$ cat src/rtl/actmon_pkg.sv
package actmon_pkg;
  localparam int ARCH_N = 4;
  localparam int SLOT_N = 16;
  localparam int IDX_W  = 4;
  localparam int PRIV_W = 2;

  typedef enum logic {
    GRP_ARCH = 1'b0,
    GRP_AUX  = 1'b1
  } grp_e;
endpackage

$ cat src/rtl/actmon_counter.sv
module actmon_counter #(
  parameter int W = 64
) (
  input  logic         clk,
  input  logic         rst_n,
  input  logic         inc,
  input  logic         ld,
  input  logic [W-1:0] ld_val,
  output logic [W-1:0] cnt
);
  always_ff @(posedge clk or negedge rst_n) begin
    if (!rst_n)   cnt <= '0;
    else if (ld)  cnt <= ld_val;
    else if (inc) cnt <= cnt + {{(W-1){1'b0}}, 1'b1};
  end
endmodule

$ cat src/rtl/actmon_access.sv
module actmon_access
  import actmon_pkg::*;
(
  input  logic              req_valid,
  input  logic              req_write,
  input  logic [PRIV_W-1:0] req_priv,
  input  logic              req_guest,
  input  logic              user_acc_en,
  output logic              grant_rd,
  output logic              grant_wr,
  output logic              deny_trap,
  output logic              deny_undef
);
  logic low_priv;

  always_comb begin
    low_priv   = (req_priv == '0);
    deny_undef = req_guest;
    deny_trap  = !req_guest && low_priv && (!user_acc_en || req_write);
    grant_rd   = req_valid && !req_write && !deny_undef && !deny_trap;
    grant_wr   = req_valid &&  req_write && !deny_undef && !deny_trap;
  end
endmodule

$ cat src/rtl/actmon_bank.sv
module actmon_bank
  import actmon_pkg::*;
#(
  parameter int CNT_W = 64,
  parameter int AUX_N = 4
) (
  input  logic              clk,
  input  logic              rst_n,
  input  logic              core_tick,
  input  logic              ref_tick,
  input  logic              inst_ret,
  input  logic              llc_stall,
  input  logic              wait_state,
  input  logic [SLOT_N-1:0] aux_ev,
  input  logic              arch_en,
  input  logic              aux_en,
  input  logic              user_acc_en,
  input  logic              req_valid,
  input  logic              req_write,
  input  logic              req_grp,
  input  logic [IDX_W-1:0]  req_idx,
  input  logic [CNT_W-1:0]  req_wdata,
  input  logic [PRIV_W-1:0] req_priv,
  input  logic              req_guest,
  output logic              rsp_valid,
  output logic [CNT_W-1:0]  rsp_rdata,
  output logic              rsp_trap,
  output logic              rsp_undef
);
  logic [ARCH_N-1:0] arch_ev;
  logic [CNT_W-1:0]  arch_cnt [ARCH_N];
  logic [CNT_W-1:0]  aux_cnt  [SLOT_N];
  logic              grant_rd, grant_wr, deny_trap, deny_undef;
  logic [CNT_W-1:0]  rd_val;
  logic              run;

  assign arch_ev = {llc_stall, inst_ret, ref_tick, core_tick};
  assign run     = !wait_state;

  actmon_access u_acc (
    .req_valid  (req_valid),
    .req_write  (req_write),
    .req_priv   (req_priv),
    .req_guest  (req_guest),
    .user_acc_en(user_acc_en),
    .grant_rd   (grant_rd),
    .grant_wr   (grant_wr),
    .deny_trap  (deny_trap),
    .deny_undef (deny_undef)
  );

  for (genvar g = 0; g < ARCH_N; g++) begin : g_arch
    logic ld;
    assign ld = grant_wr && (req_grp == GRP_ARCH) && (req_idx == IDX_W'(g));
    actmon_counter #(.W(CNT_W)) u_cnt (
      .clk   (clk),
      .rst_n (rst_n),
      .inc   (arch_ev[g] && arch_en && run),
      .ld    (ld),
      .ld_val(req_wdata),
      .cnt   (arch_cnt[g])
    );
  end

  for (genvar g = 0; g < SLOT_N; g++) begin : g_aux
    if (g < AUX_N) begin : g_impl
      logic ld;
      assign ld = grant_wr && (req_grp == GRP_AUX) && (req_idx == IDX_W'(g));
      actmon_counter #(.W(CNT_W)) u_cnt (
        .clk   (clk),
        .rst_n (rst_n),
        .inc   (aux_ev[g] && aux_en && run),
        .ld    (ld),
        .ld_val(req_wdata),
        .cnt   (aux_cnt[g])
      );
    end else begin : g_empty
      logic unused_ev;
      assign unused_ev  = aux_ev[g];
      assign aux_cnt[g] = '0;
    end
  end

  always_comb begin
    rd_val = '0;
    if (req_grp == GRP_ARCH) begin
      if (arch_en && (int'(req_idx) < ARCH_N)) rd_val = arch_cnt[req_idx[1:0]];
    end else begin
      if (aux_en && (int'(req_idx) < AUX_N)) rd_val = aux_cnt[req_idx];
    end
  end

  always_ff @(posedge clk or negedge rst_n) begin
    if (!rst_n) begin
      rsp_valid <= 1'b0;
      rsp_rdata <= '0;
      rsp_trap  <= 1'b0;
      rsp_undef <= 1'b0;
    end else begin
      rsp_valid <= req_valid;
      rsp_rdata <= grant_rd ? rd_val : '0;
      rsp_trap  <= req_valid && deny_trap;
      rsp_undef <= req_valid && deny_undef;
    end
  end
endmodule

$ cat config.mk
export PLATFORM = sky130hd
export DESIGN_NAME = actmon_bank
export DESIGN_NICKNAME = d
export VERILOG_FILES = /design/src/rtl/actmon_pkg.sv /design/src/rtl/actmon_counter.sv /design/src/rtl/actmon_access.sv /design/src/rtl/actmon_bank.sv
export SDC_FILE = /design/constraint.sdc
export NUM_CORES = 2
export LEC_CHECK = 0
export BUFFER_PORTS_ARGS = -buffer_cell sky130_fd_sc_hd__buf_2
export CAP_MARGIN = 20
export CELL_PAD_IN_SITES_DETAIL_PLACEMENT = 2
export CELL_PAD_IN_SITES_GLOBAL_PLACEMENT = 2
export CORE_ASPECT_RATIO = 1.25
export CORE_MARGIN = 5
export CORE_UTILIZATION = 37
export DETAILED_ROUTE_END_ITERATION = 7
export PLACE_DENSITY_LB_ADDON = 0.1
export SETUP_SLACK_MARGIN = 0.15
export SLEW_MARGIN = 10
export SYNTH_ARGS = -nofsm -noshare
export SYNTH_HDL_FRONTEND = slang
export SYNTH_HIERARCHICAL = 1
export SYNTH_SLANG_ARGS = --single-unit
export TNS_END_PERCENT = 5
$ cat constraint.sdc
create_clock -name clk -period 1.8 [get_ports clk]
set_clock_uncertainty 0.05 [all_clocks]
set_input_delay 0.18 -clock clk [delete_from_list [all_inputs] [get_ports clk]]
set_output_delay 0.18 -clock clk [all_outputs]
set_load 0.05 [all_outputs]
# [Word level (Yosys, flattened, before mapping)]
# Index checks and enable logic that the tools add are counted.
[op_classes] n_addsub=8 n_lt_le_gt_ge=3 eq_ne=3 muxes=26 n_bitwise=3 reduce_logical=54
[op_table] operator="2-to-1 mux 64 bit" n=24
[op_table] operator="adder 64 x 1 -> 64 bit (second input constant)" n=8
[op_table] operator="binary-select mux 64 bit (select 4 bit)" n=1
[op_table] operator="binary-select mux 64 bit (select 2 bit)" n=1
[op_table] operator="logical AND 1 bit" n=38
[op_table] operator="nonzero test 2 bit" n=8
[op_table] operator="equality test 4 x 2 -> 1 bit (second input constant)" n=2
[op_table] operator="greater-or-equal comparator 5 bit (second input constant)" n=1
[op_table] operator="logical NOT 1 bit" n=5
[op_table] operator="NOT 4 -> 5 bit" n=1
[op_table] operator="equality test 4 x 1 -> 1 bit (second input constant)" n=1
[op_table] operator="logical NOT 4 bit" n=1
[op_table] operator="< comparator 4 x 3 -> 1 bit (second input constant)" n=1
[op_table] operator="greater-or-equal comparator 3 bit (second input constant)" n=1
[op_table] operator="NOT 2 -> 3 bit" n=1
[op_table] operator="logical NOT 2 bit" n=1
[op_table] operator="logical OR 1 bit" n=1
[op_table] operator="NOT 1 bit" n=1
[totals] register_bits=579 output_inout_bits=67 elab_cells=109

# [Depth between registers and ports, before layout]
[logic_depth] word_depth=8 mapped_depth=9 mapped_depth_nobuf=7

# [By module]
# Netlist, hierarchy kept.
[modules_own_cells] mod="actmon_counter at g_arch[1].u_cnt ..." instances=7 cells_each=422 area_each_um2=3748.6 seq_area_each_um2=1601.5
[modules_own_cells] mod="actmon_bank" instances=1 cells_each=331 area_each_um2=5535.3 seq_area_each_um2=1676.6
[modules_own_cells] mod="actmon_counter at g_arch[0].u_cnt" instances=1 cells_each=421 area_each_um2=3714.8 seq_area_each_um2=1601.5
[modules_own_cells] mod="actmon_access" instances=1 cells_each=7 area_each_um2=52.6 seq_area_each_um2=0.0

# [Worst setup path before layout]
# No wires, ideal clock.
[synth_timing] path_type="input-to-reg" start="in req_write" end="reg g_aux[0].g_impl.u_cnt.cnt[44]" setup_ps=138 t_arrival_ps=2100 path_slack_ps=-487 path_stages=8 path_buffers=1 path_cell_list="inv_1 > nor4b_1 > nand3_1 > nor3_1 > clkinv_1 > dlygate4sd3_1 > nor2_1 > a31oi_1"
[synth_between] elab_chain_len=7 word_cells_on_any_way=10 cone_classes="mux (1); reduce/logical (9)"
[synth_lines] item="start, declared" line="actmon_bank.sv:19" rtl="input logic req_write,"
[synth_lines] item="logical OR 1 bit" line="actmon_access.sv:19" rtl="deny_trap = !req_guest && low_priv && (!user_acc_en || req_write);"
[synth_lines] item="logical AND 1 bit" line="actmon_access.sv:19"
[synth_lines] item="logical NOT 1 bit" line="actmon_access.sv:21" rtl="grant_wr = req_valid && req_write && !deny_undef && !deny_trap;"
[synth_lines] item="logical AND 1 bit (*)" line="actmon_access.sv:21"
[synth_lines] item="via grant_wr" line="actmon_bank.sv:33" rtl="logic grant_rd, grant_wr, deny_trap, deny_undef;"
[synth_lines] item="logical AND 1 bit (*) (2 in series)" line="actmon_bank.sv:68" rtl="assign ld = grant_wr && (req_grp == GRP_AUX) && (req_idx == IDX_W'(g));"
[synth_lines] item="via g_aux[0].g_impl.ld" line="actmon_bank.sv:67" rtl="logic ld;"
[synth_lines] item="2-to-1 mux 64 bit / nonzero test 2 bit (equally long branches)"
[synth_lines] item="end signal, assigned" line="actmon_counter.sv:13" rtl="else if (ld) cnt <= ld_val;"
[synth_lines] item="end signal, assigned" line="actmon_counter.sv:14" rtl="else if (inc) cnt <= cnt + {{(W-1){1'b0}}, 1'b1};"
[synth_lines] item="end, declared" line="actmon_counter.sv:9" rtl="output logic [W-1:0] cnt"
# The timed path passes the listed nets; every way through them passes the cells marked *.
# A chain may end at the register's enable or synchronous reset.

# [Worst setup path in the final report]
[layout_timing] start="reg g_aux[2].g_impl.u_cnt.cnt[0]" end="reg g_aux[2].g_impl.u_cnt.cnt[42]"
[layout_between] elab_chain_len=3
[layout_lines] item="start, declared" line="actmon_counter.sv:9"
[layout_lines] item="start signal, assigned" line="actmon_counter.sv:13"
[layout_lines] item="start signal, assigned" line="actmon_counter.sv:14"
[layout_lines] item="adder 64 x 1 -> 64 bit" line="actmon_counter.sv:14"
[layout_lines] item="2-to-1 mux 64 bit" line="actmon_counter.sv:14"
[layout_lines] item="2-to-1 mux 64 bit" line="actmon_counter.sv:13"
# Every way passes these cells. The select of a mux whose other input is x is not followed.

==> metrics <==
largest net degree at the start of global routing 87; FMAX 0.405 GHz; area delta synth->final 42.7%; post-synthesis register bit count 579; H-tree levels 3; Reg clk slew, reported paths 0.08 ns; pre-CTS worst setup slack -0.726 ns; io pins 167; status finished, violations left; worst skew pair latency 0.67 ns; full die area 0.102 sq mm; number of synthesized flops with an enable pin 0; final setup vio count 411; IO Port Bufs 154; Hold Fails Final Rpt 0; Post-Syn Nets 3,821; Final period util 137%; drt pass-1 iters 6; Syn. warnings 6; Yosys cell types 54; max-slew violations 0; R2R setup slack -0.67 ns; 1st-iter DRT viols 3,441; RR Startpoint g_aux[2].g_impl.u_cnt/cnt[0]$_DFFE_PN0P_; TritonCTS clock tree yes; Vias 40,400; grt ovf 0; Crit path arrival time 2.96 ns; FILL cells 9,663; layout cell share with drive strength beyond 1 38.1%; WS Path Type register to register; Max Cap Viol 0; endpoint class of the critical path register; GPL Wtd Cong 0.914; Num CTS Buffers 72; Vias/cell 6.62; Mapped Cells 3,713; ys flop type dfrtp_1; critical path launch point type register; Post-Route WL 223,000 microns; Die Ht 357 microns; first-pass GRT wire length 290,000 microns; hold_sp req_wdata[27]; # nets final 4,867; antenna-violating nets left 0; # rows 127; antenna violations before repair 8; asr flop ratio synth 100%; Rel. slew slack 46.3%; end of the worst hold path g_arch[1].u_cnt/cnt[27]$_DFFE_PN0P_; Peak VDD IR 0.750 mV; Core ar. 0.0957 sq mm; reg-to-reg endpoint g_aux[2].g_impl.u_cnt/cnt[42]$_DFFE_PN0P_; Starting Density 37.2%; violated checks setup timing; Mapped Area 0.0355 sq mm; number of global-route vias before repair 44,000; Cells on Worst Hold Path 2; Post-Layout Inst Area 0.0507 sq mm; CTS Root Cell clkbuf_16; Die Width 287 microns; Post-Place Cell Area 0.0447 sq mm; gr usage total 37.5%; post-route setup slack -0.670 ns; power per cell area 836 mW/mm^2; Avg WL per Cell 36.5 microns; RSZ-0062 raised after global routing yes; clk buf depth 3; CTS sink cnt 579; Slew @ Worst Pin 0.802 ns; Crit path required time 2.29 ns; sequential element share of the synthesized area 40.8%; P_leak 21.4 nW; Worst Reg-to-Reg Cells 7; Avg Inst Size Synth 9.57 sq um; drt drc 0; CP Max Fanout 8; DP HPWL 137,000 microns; HP Class primary input to register; Final min period 2.47 ns
-- kinds of logic after synthesis --
| logic type | Yosys count | share of synthesized area, % |
|---|---|---|
| xor gates and xnor gates | 256 | 6.31 |
| DFF | 579 | 40.8 |
| muxes | 152 | 8.84 |
| adders and majority gates | 8 | 0.282 |
| and+or+nand+nor | 1600 | 24.9 |
| AOI/OAI and AO/OA | 809 | 14.4 |
| buffers and inverters | 309 | 4.54 |
-- through the flow --
stage               utilization [%]  cells  hold WS, ns  setup TNS [ns]  total power [W]
global placement               46.7   5830       0.0558         -156.56           0.0236
global route                   53.0   6108      0.00526         -130.54           0.0434
detailed placement             46.7   5830       0.0543         -193.18           0.0243
finish                         53.0   6109       0.0514         -115.22           0.0424
CTS                            51.6   6074      0.00200          -65.29           0.0410
floorplan                         -   3713       -0.166          -17.54           0.0188
-- flip-flops by register name, summed over array words and instances (netlist names) --
signal	cells
rsp_trap	1
rsp_rdata	64
rsp_undef	1
rsp_valid	1
g_aux.g_impl.u_cnt/cnt	256
g_arch.u_cnt/cnt	256
-- cell type report --
class / count / area, sq um / area share, %
clock buffers: 114 / 2300 / 4.53
diodes: 1 / 2.50 / 0.00493
well taps: 1290 / 1610 / 3.18
clock inverters: 19 / 250 / 0.493
flip-flops and latches: 579 / 14500 / 28.6
multi-input cells: 2825 / 21500 / 42.4
repair buffers: 1217 / 10300 / 20.3
inverters: 64 / 246 / 0.486
-- timing repair --
action                                 in CTS  in global routing
setup endpoints to repair                 445                452
gates resized for setup                   276                304
endpoints found under the hold margin     851                  0
pin swaps                                 219                189
setup buffers                              40                 32
hold buffers                               68                  0
cloned                                      3                  2
-- Yosys cell counts, types with 8 or more instances --
cell type      number  share of area (%)
o31a_1             26               0.64
buf_4              17               0.36
buf_6              31               0.98
ha_1                8               0.28
nor2_1            286                3.0
o31ai_1           159                3.4
nand3_4             8               0.39
nor4_1             17               0.30
a31oi_1           231                4.1
mux2_2             16               0.51
clkbuf_1          134                1.4
buf_1              16               0.17
or4_1             152                3.2
nand4_2            16               0.56
nor3_2              8               0.23
xor2_1            176                4.3
dfrtp_1           579                 41
nand2_1           410                4.3
a22o_1             64                1.6
and4_4              8               0.25
nand2b_1           20               0.35
nand3_1           154                2.2
nand3_2            15               0.42
nor3_1             19               0.27
and2_1             43               0.76
xnor2_1            80                2.0
o21a_1              8               0.17
buf_2              18               0.25
or3_1              65                1.1
nand4_1           167                2.9
nor4_2              8               0.28
or2_1              16               0.28
mux2i_1             8               0.23
inv_1              57               0.60
o21ai_0           320                4.5
and4_1             51                1.3
and3_1             95                1.7
dlygate4sd1_1      14               0.34
mux4_2            128                8.1
-- critical path, cell delays in order (launching register included) --
cell and delay, ns:
dfrtp_1 0.47, ha_2 0.25, and3_4 0.21, and3_4 0.22, nand4_4 0.17, buf_12 0.21
or4_1 0.48, a31oi_1 0.28
-- per-layer routing --
layer	share of wire, %	routed length, microns	vias to the layer above	GRT usage [%]
li1	-	-	16100	-
met1	33	74400	20800	39.2
met2	48	107000	2298	66.0
met3	5.6	12400	1219	4.22
met4	13	28700	4	34.0
met5	0.010	23	-	0
-- worst max-delay path by stage --
stage | to | slack (ns) | cells past startpoint | start
after floorplan | g_arch[0].u_cnt/cnt[50]$_DFFE_PN0P_ | -0.12 | 7 | g_arch[0].u_cnt/cnt[38]$_DFFE_PN0P_
after global placement | g_arch[0].u_cnt/cnt[55]$_DFFE_PN0P_ | -0.67 | 9 | wait_state
after detailed placement | g_aux[1].g_impl.u_cnt/cnt[49]$_DFFE_PN0P_ | -0.73 | 9 | wait_state
after CTS | g_aux[2].g_impl.u_cnt/cnt[51]$_DFFE_PN0P_ | -0.39 | 7 | g_aux[2].g_impl.u_cnt/cnt[32]$_DFFE_PN0P_
after global routing | g_aux[2].g_impl.u_cnt/cnt[42]$_DFFE_PN0P_ | -0.66 | 7 | g_aux[2].g_impl.u_cnt/cnt[0]$_DFFE_PN0P_
final | g_aux[2].g_impl.u_cnt/cnt[42]$_DFFE_PN0P_ | -0.67 | 7 | g_aux[2].g_impl.u_cnt/cnt[0]$_DFFE_PN0P_
-- report_power, final --
group | internal, W | switching, W
sequential | 0.0145 | 0.00152
combinational | 0.00447 | 0.00561
clock | 0.00951 | 0.00685
-- placed cells by master (no fill, tap or decap), types with 20 or more instances in the layout --
| cell type | netlist | routed |
|---|---|---|
| and4_4 | 8 | 33 |
| buf_12 | 0 | 80 |
| nand3_1 | 154 | 124 |
| or3_1 | 65 | 57 |
| inv_1 | 57 | 55 |
| dlygate4sd3_1 | 7 | 68 |
| nand2_1 | 410 | 409 |
| nand4_1 | 167 | 167 |
| xnor2_1 | 80 | 69 |
| buf_4 | 17 | 845 |
| nand3_4 | 8 | 21 |
| nor2_1 | 286 | 271 |
| or4_1 | 152 | 96 |
| mux4_2 | 128 | 128 |
| clkbuf_16 | 0 | 79 |
| and3_1 | 95 | 55 |
| or4_4 | 0 | 60 |
| a22o_1 | 64 | 61 |
| a31oi_1 | 231 | 197 |
| o21ai_1 | 0 | 122 |
| o31ai_1 | 159 | 140 |
| o31a_1 | 26 | 26 |
| clkbuf_8 | 0 | 23 |
| o21ai_0 | 320 | 186 |
| and3_4 | 0 | 41 |
| nand3_2 | 15 | 32 |
| and4_1 | 51 | 23 |
| buf_2 | 18 | 148 |
| dfrtp_1 | 579 | 574 |
| and2_1 | 43 | 31 |
| buf_6 | 31 | 70 |
| xor2_1 | 176 | 169 |
| nand2b_1 | 20 | 20 |
(Power assumes the default switching activity.)
